--- config.mk ---
export PLATFORM = sky130hd
export DESIGN_NAME = dly_tap_calc
export DESIGN_NICKNAME = d
export VERILOG_FILES = /design/src/rtl/dly_tap_pkg.sv /design/src/rtl/dly_sweep_ctrl.sv /design/src/rtl/dly_slave_scale.sv /design/src/rtl/dly_tap_calc.sv
export SDC_FILE = /design/constraint.sdc
export NUM_CORES = 1
export LEC_CHECK = 0
export BUFFER_PORTS_ARGS = -buffer_cell sky130_fd_sc_hd__buf_4
export CAP_MARGIN = 20
export CORE_AREA = 2 2 216 218
export CTS_CLUSTER_SIZE = 40
export DETAILED_ROUTE_END_ITERATION = 8
export DIE_AREA = 0 0 218 220
export RECOVER_POWER = 25
export SYNTH_ARGS = -nofsm -noshare
export SYNTH_HDL_FRONTEND = slang
export SYNTH_SLANG_ARGS = --single-unit
--- constraint.sdc ---
create_clock -name clk -period 8.9 [get_ports clk]
set_clock_uncertainty 0.1 [all_clocks]
set_input_delay 0 -clock clk [delete_from_list [all_inputs] [get_ports clk]]
set_output_delay 0 -clock clk [all_outputs]
set_load 0.05 [all_outputs]
--- src/rtl/dly_tap_pkg.sv ---
package dly_tap_pkg;

    localparam int FRAC_W = 7;

    typedef enum logic [1:0] {
        ST_IDLE   = 2'd0,
        ST_SWEEP  = 2'd1,
        ST_COMMIT = 2'd2
    } sweep_state_t;

    typedef struct packed {
        logic load;
        logic fail;
    } sweep_evt_t;

endpackage

--- src/rtl/dly_sweep_ctrl.sv ---
module dly_sweep_ctrl
    import dly_tap_pkg::*;
#(
    parameter int TAP_W    = 8,
    parameter int MAX_TAPS = 200
) (
    input  logic             clk,
    input  logic             rst,
    input  logic             meas_start,
    input  logic             probe_hit,
    output logic [TAP_W-1:0] probe_tap,
    output logic [TAP_W-1:0] found_taps,
    output logic [TAP_W-1:0] cycle_taps,
    output logic             busy,
    output logic             locked,
    output logic             meas_err,
    output sweep_evt_t       evt
);

    localparam logic [TAP_W-1:0] LIMIT = TAP_W'(MAX_TAPS);

    sweep_state_t state;

    always_ff @(posedge clk) begin
        if (rst) begin
            state      <= ST_IDLE;
            probe_tap  <= '0;
            found_taps <= '0;
            cycle_taps <= '0;
            locked     <= 1'b0;
            meas_err   <= 1'b0;
        end else begin
            case (state)
                ST_IDLE: begin
                    if (meas_start) begin
                        state     <= ST_SWEEP;
                        probe_tap <= TAP_W'(1);
                        meas_err  <= 1'b0;
                    end
                end
                ST_SWEEP: begin
                    if (probe_hit) begin
                        found_taps <= probe_tap;
                        probe_tap  <= '0;
                        state      <= ST_COMMIT;
                    end else if (probe_tap == LIMIT) begin
                        meas_err  <= 1'b1;
                        probe_tap <= '0;
                        state     <= ST_IDLE;
                    end else begin
                        probe_tap <= probe_tap + TAP_W'(1);
                    end
                end
                ST_COMMIT: begin
                    cycle_taps <= found_taps;
                    locked     <= 1'b1;
                    state      <= ST_IDLE;
                end
                default: state <= ST_IDLE;
            endcase
        end
    end

    assign busy     = (state != ST_IDLE);
    assign evt.load = (state == ST_COMMIT);
    assign evt.fail = (state == ST_SWEEP) && !probe_hit && (probe_tap == LIMIT);

    // sweep advances one tap per edge while no hit and below the limit
    a_r2_probe_step: assert property (@(posedge clk) disable iff (rst)
        (state == ST_SWEEP && !probe_hit && probe_tap != LIMIT)
        |=> probe_tap == $past(probe_tap) + TAP_W'(1));

    // lock never drops once set
    a_r6_lock_sticky: assert property (@(posedge clk) disable iff (rst)
        locked |=> locked);

    // cycle count changes only on a commit edge
    a_r5_count_hold: assert property (@(posedge clk) disable iff (rst)
        (state != ST_COMMIT) |=> $stable(cycle_taps));

    // a start request during a sweep never restarts the probe at 1
    a_r8_busy_start: assert property (@(posedge clk) disable iff (rst)
        (busy && meas_start) |=> probe_tap != TAP_W'(1));

    // a failed sweep leaves the accepted count untouched
    a_r7_fail_keeps_count: assert property (@(posedge clk) disable iff (rst)
        $rose(meas_err) |-> $stable(cycle_taps));

endmodule

--- src/rtl/dly_slave_scale.sv ---
module dly_slave_scale
    import dly_tap_pkg::*;
#(
    parameter int TAP_W = 8
) (
    input  logic              clk,
    input  logic              rst,
    input  logic              load,
    input  logic [TAP_W-1:0]  count,
    input  logic [FRAC_W-1:0] frac,
    output logic [TAP_W-1:0]  tap
);

    localparam int PW = TAP_W + FRAC_W;

    logic [PW-1:0] product;

    assign product = PW'(count) * PW'(frac);

    always_ff @(posedge clk) begin
        if (rst) begin
            tap <= '0;
        end else if (load) begin
            tap <= product[PW-1:FRAC_W];
        end
    end

    // slave tap holds whenever no load is presented
    a_r5_slave_hold: assert property (@(posedge clk) disable iff (rst)
        !load |=> $stable(tap));

endmodule

--- src/rtl/dly_tap_calc.sv ---
module dly_tap_calc
    import dly_tap_pkg::*;
#(
    parameter int LANES    = 4,
    parameter int TAP_W    = 8,
    parameter int MAX_TAPS = 200
) (
    input  logic                    clk,
    input  logic                    rst,
    input  logic                    meas_start,
    input  logic                    probe_hit,
    input  logic [FRAC_W-1:0]       frac_clk,
    input  logic [FRAC_W-1:0]       frac_wdqs,
    input  logic [FRAC_W*LANES-1:0] frac_rd,
    output logic [TAP_W-1:0]        probe_tap,
    output logic                    busy,
    output logic [TAP_W-1:0]        cycle_taps,
    output logic [TAP_W-1:0]        tap_clk,
    output logic [TAP_W-1:0]        tap_wdqs,
    output logic [TAP_W*LANES-1:0]  tap_rd,
    output logic                    locked,
    output logic                    meas_err
);

    localparam int NSLV = LANES + 2;

    logic [TAP_W-1:0]       found_taps;
    sweep_evt_t             evt;
    logic [FRAC_W*NSLV-1:0] all_frac;
    logic [TAP_W*NSLV-1:0]  all_tap;

    dly_sweep_ctrl #(.TAP_W(TAP_W), .MAX_TAPS(MAX_TAPS)) u_ctrl (
        .clk        (clk),
        .rst        (rst),
        .meas_start (meas_start),
        .probe_hit  (probe_hit),
        .probe_tap  (probe_tap),
        .found_taps (found_taps),
        .cycle_taps (cycle_taps),
        .busy       (busy),
        .locked     (locked),
        .meas_err   (meas_err),
        .evt        (evt)
    );

    // slave 0: clock shift, slave 1: write strobe, slaves 2..: read lanes
    assign all_frac = {frac_rd, frac_wdqs, frac_clk};

    for (genvar s = 0; s < NSLV; s++) begin : g_slave
        dly_slave_scale #(.TAP_W(TAP_W)) u_slave (
            .clk   (clk),
            .rst   (rst),
            .load  (evt.load),
            .count (found_taps),
            .frac  (all_frac[FRAC_W*s +: FRAC_W]),
            .tap   (all_tap[TAP_W*s +: TAP_W])
        );

        // a fraction below one never yields more taps than the cycle count
        a_r4_tap_bound: assert property (@(posedge clk) disable iff (rst)
            all_tap[TAP_W*s +: TAP_W] <= cycle_taps);
    end

    assign tap_clk  = all_tap[0 +: TAP_W];
    assign tap_wdqs = all_tap[TAP_W +: TAP_W];
    assign tap_rd   = all_tap[TAP_W*2 +: TAP_W*LANES];

    // a failing sweep never commits new slave values on the next edge
    a_r7_fail_no_load: assert property (@(posedge clk) disable iff (rst)
        evt.fail |=> !evt.load);

endmodule

==> run summary, run 1 <==
most frequent cells in the layout: and2_1 (257), ha_1 (188), fa_1 (168)
placer congestion estimate: 0.847
Levels on crit path: 15
core region area: 45,900 sq um
reg-to-reg startpoint: u_ctrl.found_taps[6]
die area: 48,000 sq um
Seq/Total Area, Yosys: 0.120
initial antenna violation count: 3
critical path class: reg -> reg
Clock Latency Late Sink: 370 ps
Max Slew Vio Count: 0
Final nets: 1,928
Critical-path top delay cell: dfxtp_1
min-delay src: rst
I/O Pins: 113
FF-to-FF setup slack: 3570 ps
most used cell, CP: fa_1
Arrival @ worst endpoint: 5540 ps
worst-margin pin slew: 1020 ps
flops & latches, synth: 76
worst path cell trace: buf_4 > and2_1 > fa_1 > inv_1 > fa_1 > fa_1 > fa_1 > inv_1 > ha_1 > a21oi_1 > nand2_1 > a31oi_1 > o21ai_0 > or4_1 > nand3_1
commonest non-fill, non-tap cell in the layout: and2_1
Post-synth EDFFs: 0
number of remaining DRC errors: 0
slew margin rel.: 0.317
r2r worst-path depth: 15
final setup vio count: 0
status: completed
YS warnings: 0
number of setup buffers added after CTS: 0
Highest Clock Rate: 0.188 GHz
Final min period: 5330 ps
Final ANT Viol Nets: 0
clock buffer depth: 2
RSZ-0062 raised after global routing: no
Placed Cells: 2,120
dominant synthesized flop cell: dfxtp_1
Die X: 218 um
H-tree Lvls: 3
syn nets: 1,851
hpwl dp: 26,500 um
hold depth: 2
Pleak: 7.49 nW
share of cells above drive strength 1: 0.0719
final worst slack: 3570 ps
largest net degree at the start of global routing: 49
initial DRC count: 491
Pwr per Cell Area: 60.0 nW/um^2
Peak VDD IR: 0.0000858 V
met1 GRT Util: 0.209
CTS Sinks: 76
all-layer global routing usage: 0.154
Tcrit/Tclk final: 0.598
WL per Instance: 16.4 um
max_cap viols: 0
mapped cell area: 12,700 sq um
crit-path max cell delay: 780 ps
vias in the first global route: 10,700
via/cell ratio: 4.76
Reg clk slew, reported paths: 80 ps
overall power: 0.861 mW
share of synthesized registers carrying an async set or reset: 0
die height: 220 um
CP endpoint kind: register
Layout Cells excl Fill: 2,137
I/O Buffers: 112
fin util: 0.313
count of cell types in the netlist: 53
Root Buffer: clkbuf_16
grt ovf: 0
r2r endpoint: g_slave[4].u_slave.tap[7]
Critical Path Source Type: register
count of TritonRoute iterations in the first routing pass: 5
largest area contributor in the netlist: fa_1
DRT Wirelength: 35,000 um
row count: 79
met2 usage: 0.251
Gate Count Post-Synth: 1,449
Mean Syn Cell Area: 8.74 sq um
Buf/Inv on CP: 3
Area Growth Syn to Fin: 13.2%
Synth area leaders: fa_1 (27%), ha_1 (19%), and2_1 (13%)
post_cts resized: 0
CTS Buf Count: 9
Initial Util: 0.276
hold crit path type: in -> reg
Max FO, Critical Path: 23
Largest delay share family, worst path: adder cells
Synth top area share: 0.266
Final Hold Fails: 0
DP Worst Slack: 3640 ps
CTS tree: yes
Hold EP: u_ctrl.state[1]
setup TNS: 0 ps
Filler cells: 4,885
global-route wire length before repair: 58,000 um
met3 GRT Util: 0.0265
Critical Path RT: 9110 ps
Post-CTS Hold Buffers: 2
Most Crowded Layer GR: met2
DR vias: 10,200
## layer usage
layer / wire [um] / vias up
met5: 7 / -
li1: - / 4889
met4: 811 / 2
met2: 15900 / 247
met3: 1830 / 37
met1: 16500 / 4995
## cell families after synthesis
kind of cell / after synthesis / synth area share
flops: 76 / 0.120
xor+xnor: 43 / 0.0297
mux: 6 / 0.00474
buf+inv: 223 / 0.0667
simple gates: 554 / 0.233
fa+ha+maj: 356 / 0.451
compound gates: 191 / 0.0941
## worst max path at each step
| stage | start | end | slack (ps) |
|---|---|---|---|
| 6_report | u_ctrl.found_taps[6] | g_slave[4].u_slave.tap[7] | 3570 |
| 5_1_grt | u_ctrl.found_taps[6] | g_slave[4].u_slave.tap[7] | 3150 |
| 4_1_cts | u_ctrl.found_taps[6] | g_slave[4].u_slave.tap[7] | 3590 |
| 3_5_place_dp | u_ctrl.found_taps[6] | g_slave[4].u_slave.tap[7] | 3640 |
| 3_3_place_gp | u_ctrl.found_taps[6] | g_slave[4].u_slave.tap[7] | 3790 |
| 2_1_floorplan | u_ctrl.found_taps[1] | g_slave[4].u_slave.tap[7] | 4260 |
## cells in the mapped netlist, drive strengths merged, types with 4 or more instances
library cell / instances
a211oi: 7
a21o: 23
nand2: 164
buf: 5
clkbuf: 55
o31ai: 4
nand3: 26
and2: 257
and3: 6
a31oi: 9
xor2: 18
nor2b: 7
a41oi: 4
ha: 188
or3: 5
nand4: 14
nor3: 13
o21ai: 37
a21oi: 75
dfxtp: 76
nor2: 37
inv: 163
fa: 168
mux2i: 6
and4: 8
o21a: 4
xnor2: 25
o211ai: 4
## power by group
| group | switching [mW] | total [mW] | leakage (nW) | internal (mW) |
|---|---|---|---|---|
| sequential | 0.00340 | 0.346 | 0.613 | 0.342 |
| clock | 0.171 | 0.422 | 0.155 | 0.251 |
| combinational | 0.0647 | 0.0924 | 6.72 | 0.0276 |
| total | 0.239 | 0.861 | 7.49 | 0.621 |
## cell type report
| cell class | count | area (sq um) | area share |
|---|---|---|---|
| Antenna cell | 1 | 2.50 | 0.000175 |
| Inverter | 163 | 612 | 0.0427 |
| Clock buffer | 10 | 239 | 0.0167 |
| Clock inverter | 4 | 73.8 | 0.00515 |
| Multi-Input combinational cell | 1150 | 10300 | 0.719 |
| Timing Repair Buffer | 126 | 820 | 0.0572 |
| Tap cell | 607 | 759 | 0.0530 |
| Sequential cell | 76 | 1520 | 0.106 |
## per-stage QoR
stage	hold slack [ps]	cell area, sq um
floorplan	-2.68	12700
global placement	110	14100
detailed placement	112	14100
CTS	46.7	14500
global route	56.8	14300
finish	37.4	14300
## registers in the layout (all words and copies together) (netlist names)
signal	count
g_slave.u_slave.tap	48
u_ctrl.locked	1
u_ctrl.probe_tap	8
u_ctrl.cycle_taps	8
u_ctrl.meas_err	1
u_ctrl.state	2
u_ctrl.found_taps	8
No activity file was read; power rests on OpenSTA's default activity.
==> run 2: changes to the inputs <==
==> constraint.sdc (replaced) <==
create_clock -name clk -period 4.7 [get_ports clk]
set_clock_uncertainty 0.1 [all_clocks]
set_input_delay 0 -clock clk [delete_from_list [all_inputs] [get_ports clk]]
set_output_delay 0 -clock clk [all_outputs]
set_load 0.05 [all_outputs]
==> run 2 against run 1 <==
Against the previous run:
- sequential power is 89% higher
- first-iteration DRC count is 0.41% higher
- die area stayed put
- sequential share of layout area is 0.24 points lower
- worst setup slack worse by 3400 ps
- largest power group unchanged
- final area grew 2.9%
- worst hold slack barely moved
==> run summary, run 2 (synthesis gave the netlist of run 1 again) <==
worst-margin pin slew: 965 ps
CTS Buf Count: 9
reg-to-reg startpoint: u_ctrl.found_taps[5]
WL per Instance: 16.4 um
placed cell area: 14,400 sq um
via/cell ratio: 4.76
H-tree Lvls: 3
Pwr per Cell Area: 110 nW/um^2
design area: 14,700 sq um
max_cap viols: 0
max FFs per register: 48
critical path class: reg -> reg
count of TritonRoute iterations in the first routing pass: 5
Final min period: 4490 ps
die area: 48,000 sq um
Final ANT Viol Nets: 0
FF-to-FF setup slack: 210 ps
Tcrit/Tclk final: 0.956
hold depth: 2
I/O Pins: 113
DR vias: 10,300
r2r endpoint: g_slave[3].u_slave.tap[7]
Critical Path RT: 4830 ps
all-layer global routing usage: 0.154
row count: 79
Final Hold Fails: 0
Root Buffer: clkbuf_16
hold crit path type: in -> reg
CTS tree: yes
Die X: 218 um
CTS Sinks: 76
Most flops, register: g_slave.u_slave.tap
Initial Util: 0.276
grt ovf: 0
placer congestion estimate: 0.831
commonest non-fill, non-tap cell in the layout: and2_1
Filler cells: 4,876
CP endpoint kind: register
global-route wire length before repair: 58,500 um
Highest Clock Rate: 0.223 GHz
number of remaining DRC errors: 0
Peak VDD IR: 0.000115 V
largest net degree at the start of global routing: 49
Area Growth Syn to Fin: 16.5%
r2r worst-path depth: 17
initial antenna violation count: 1
Max Slew Vio Count: 0
die height: 220 um
I/O Buffers: 112
overall power: 1.63 mW
vias in the first global route: 10,800
Critical Path Source Type: register
slew margin rel.: 0.355
ANT cells: 0
hpwl dp: 27,400 um
initial DRC count: 493
Clock Latency Late Sink: 370 ps
share of cells above drive strength 1: 0.0976
core region area: 45,900 sq um
clock buffer depth: 2
DRT Wirelength: 35,500 um
Pleak: 7.67 nW
Hold EP: u_ctrl.state[1]
Arrival @ worst endpoint: 4620 ps
Final nets: 1,954
Max FO, Critical Path: 9
Reg clk slew, reported paths: 70 ps
final setup vio count: 0
setup TNS: 0 ps
status: completed
most frequent cells in the layout: and2_1 (257), ha_1 (187), fa_1 (168)
min-delay src: rst
[run 2: cell count changes in the layout (fill, tap and decap cells not counted), sizes merged]
cell    change
inv         +4
diode       -1
buf        +25
bufinv      -1
[run 2: area by class of cell]
cell class / instances / area, sq um / area share
Multi-Input combinational cell: 1150 / 10400 / 0.703
Sequential cell: 76 / 1530 / 0.104
Timing Repair Buffer: 152 / 1160 / 0.0787
Tap cell: 607 / 759 / 0.0515
Inverter: 163 / 612 / 0.0415
Clock buffer: 9 / 225 / 0.0153
Clock inverter: 7 / 90.1 / 0.00611
[run 2: worst max-delay path by stage]
stage / start / to / slack, ps / cells past startpoint
global placement: u_ctrl.found_taps[2] / g_slave[3].u_slave.tap[5] / 130 / 15
floorplan: u_ctrl.found_taps[1] / g_slave[4].u_slave.tap[7] / 60 / 15
detailed placement: u_ctrl.found_taps[2] / g_slave[3].u_slave.tap[5] / 120 / 15
CTS: u_ctrl.found_taps[2] / g_slave[3].u_slave.tap[5] / 100 / 15
finish: u_ctrl.found_taps[5] / g_slave[3].u_slave.tap[7] / 210 / 17
global route: u_ctrl.found_taps[5] / g_slave[3].u_slave.tap[5] / -20 / 17
[run 2: metrics by stage]
step	std cells	hold slack (ps)	util	worst slack (ps)
detailed placement	2145	113	0.315	120
floorplan	1449	-2.68	-	61.0
global placement	2145	108	0.315	130
finish	2164	36.9	0.322	206
CTS	2163	40.3	0.322	95.8
global route	2164	55.6	0.322	-18.2
[run 2: routing by layer]
metal / track usage / share of wire
met1: 0.213 / 0.48
met2: 0.251 / 0.46
met3: 0.0233 / 0.043
met4: 0.0379 / 0.018
met5: 0 / 0.00020
[run 2: where the power goes]
part	switching [mW]	total, mW	leakage, nW	internal, mW
combinational	0.122	0.177	6.90	0.0544
sequential	0.00604	0.653	0.616	0.647
clock	0.370	0.799	0.156	0.429
total	0.498	1.63	7.67	1.13
[run 2: worst max-delay path, stage by stage, from the launching register on]
cell and delay (ps):
dfxtp_2 350, buf_4 170, and2_1 160, fa_1 530, inv_1 50, fa_1 520
inv_1 40, fa_1 470, inv_1 50, fa_1 470, inv_1 40, ha_1 300
nand2_1 100, nor2_1 50, a221o_1 420, a311oi_2 300, xnor2_1 160, o21ai_2 60
[run 2: timing repair]
| action | CTS | global route |
|---|---|---|
| buffers inserted | 0 | 0 |
| hold endpoints to repair | 11 | 0 |
| hold buffers | 2 | 0 |
| endpoints found under the setup margin | 0 | 19 |
| resized for setup | 0 | 18 |
==> run 3: changes to the inputs <==
--- a/config.mk
+++ b/config.mk
@@ -7,11 +7,12 @@
 export LEC_CHECK = 0
 export BUFFER_PORTS_ARGS = -buffer_cell sky130_fd_sc_hd__buf_4
 export CAP_MARGIN = 20
-export CORE_AREA = 2 2 216 218
+export CORE_AREA = 8 8 222 224
 export CTS_CLUSTER_SIZE = 40
 export DETAILED_ROUTE_END_ITERATION = 8
-export DIE_AREA = 0 0 218 220
+export DIE_AREA = 0 0 230 232
 export RECOVER_POWER = 25
+export SKIP_CTS_REPAIR_TIMING = 1
 export SYNTH_ARGS = -nofsm -noshare
 export SYNTH_HDL_FRONTEND = slang
 export SYNTH_SLANG_ARGS = --single-unit
==> run 3 against run 2 <==
Against the previous run:
- cell count increased by 0.32%
- critical path depth unchanged
- fmax decreased by 0.44%
- clock-buffer cell count unchanged
- die area increased by 11%
- global-route usage decreased by 1.5 points
- final area increased by 0.81%
- largest power group unchanged
==> run summary, run 3 (synthesis gave the netlist of run 1 again) <==
worst-margin pin slew: 895 ps
Highest Clock Rate: 0.222 GHz
CTS Sinks: 76
hold crit path type: in -> reg
Final nets: 1,960
die height: 232 um
Die X: 230 um
Root Buffer: clkbuf_16
die area: 53,400 sq um
final worst slack: 187 ps
hpwl dp: 28,300 um
CTS Buf Count: 9
Pleak: 7.72 nW
Tcrit/Tclk final: 0.960
DR vias: 10,400
initial DRC count: 538
core region area: 45,900 sq um
global-route wire length before repair: 59,700 um
Max Slew Vio Count: 0
initial antenna violation count: 1
count of TritonRoute iterations in the first routing pass: 5
most frequent cells in the layout: and2_1 (257), ha_1 (186), fa_1 (168)
Critical path origin: u_ctrl.found_taps[6]
number of remaining DRC errors: 0
r2r worst-path depth: 17
via/cell ratio: 4.78
Arrival @ worst endpoint: 4640 ps
r2r endpoint: g_slave[2].u_slave.tap[6]
Most flops, register: g_slave.u_slave.tap
WL per Instance: 17.1 um
DP Worst Slack: 105 ps
CTS tree: yes
final setup vio count: 0
Critical Path Source Type: register
DRT Wirelength: 37,100 um
Critical Path RT: 4830 ps
critical path class: reg -> reg
I/O Pins: 113
clock buffer depth: 2
met1 GRT Util: 0.191
commonest non-fill, non-tap cell in the layout: and2_1
met2 usage: 0.223
Filler cells: 4,845
H-tree Lvls: 3
fin util: 0.324
largest net degree at the start of global routing: 39
share of cells above drive strength 1: 0.102
Final min period: 4510 ps
Peak VDD IR: 0.000166 V
Pwr per Cell Area: 111 nW/um^2
placer congestion estimate: 0.833
slew margin rel.: 0.401
Clock Latency Late Sink: 370 ps
max FFs per register: 48
reg-to-reg startpoint: u_ctrl.found_taps[6]
met3 GRT Util: 0.0260
I/O Buffers: 112
Most Crowded Layer GR: met2
Initial Util: 0.276
Area Growth Syn to Fin: 17.4%
Reg clk slew, reported paths: 80 ps
status: completed
Final ANT Viol Nets: 0
grt ovf: 0
RSZ-0062 raised after global routing: yes
FF-to-FF setup slack: 190 ps
Final Hold Fails: 0
all-layer global routing usage: 0.139
CP endpoint kind: register
row count: 79
Max FO, Critical Path: 20
max_cap viols: 0
Worst Setup EP: g_slave[2].u_slave.tap[6]
vias in the first global route: 11,000
==> run 3: critical path: stages (launching register included) <==
cell and delay, ps:
dfxtp_1 350, buf_4 160, buf_12 150, and2_1 160
fa_1 500, fa_1 500, fa_1 490, inv_1 50
fa_1 470, inv_1 40, ha_1 310, a21oi_1 220
o21a_1 200, o31ai_4 80, buf_4 150, a41oi_2 190
xor2_1 160, o21ai_0 90
==> run 3: area by class of cell <==
type	count	area, sq um	area share
Clock buffer	9	225	0.0151
Antenna cell	2	5.00	0.000337
Multi-Input combinational cell	1150	10400	0.699
Timing Repair Buffer	158	1250	0.0838
Sequential cell	76	1530	0.103
Clock inverter	6	95.1	0.00640
Tap cell	607	759	0.0511
Inverter	163	612	0.0411
==> run 3: how the worst min path moves through the flow <==
stage            startpoint                        end  cells past startpoint
2_1_floorplan    meas_start            u_ctrl.meas_err                      1
3_3_place_gp     meas_start            u_ctrl.meas_err                      2
3_5_place_dp     meas_start            u_ctrl.meas_err                      2
4_1_cts          meas_start            u_ctrl.meas_err                      2
5_1_grt         frac_clk[0]  g_slave[0].u_slave.tap[0]                      7
6_report       frac_wdqs[0]  g_slave[1].u_slave.tap[0]                      7
==> run 3: metrics by stage <==
stage	instance area, sq um	std cells	hold slack, ps	setup TNS (ps)	power (mW)
2_1_floorplan	12700	1449	-2.68	0	0.737
4_1_cts	14800	2161	-291	0	1.69
6_report	14900	2171	280	0	1.66
3_5_place_dp	14500	2146	112	0	0.849
3_3_place_gp	14500	2146	109	0	0.847
5_1_grt	14900	2171	333	-64.2	1.72
==> run 3: report_power, final <==
part | internal (mW) | switching [mW]
Clock | 0.470 | 0.352
Sequential | 0.647 | 0.00629
Combinational | 0.0563 | 0.126
==> run 3: routing by layer <==
layer,up-vias,part of all wire,routed length (um)
met5,-,0,0
met4,0,0.018,661
met3,30,0.048,1780
met2,226,0.45,16800
met1,5161,0.48,17800
li1,4956,-,-
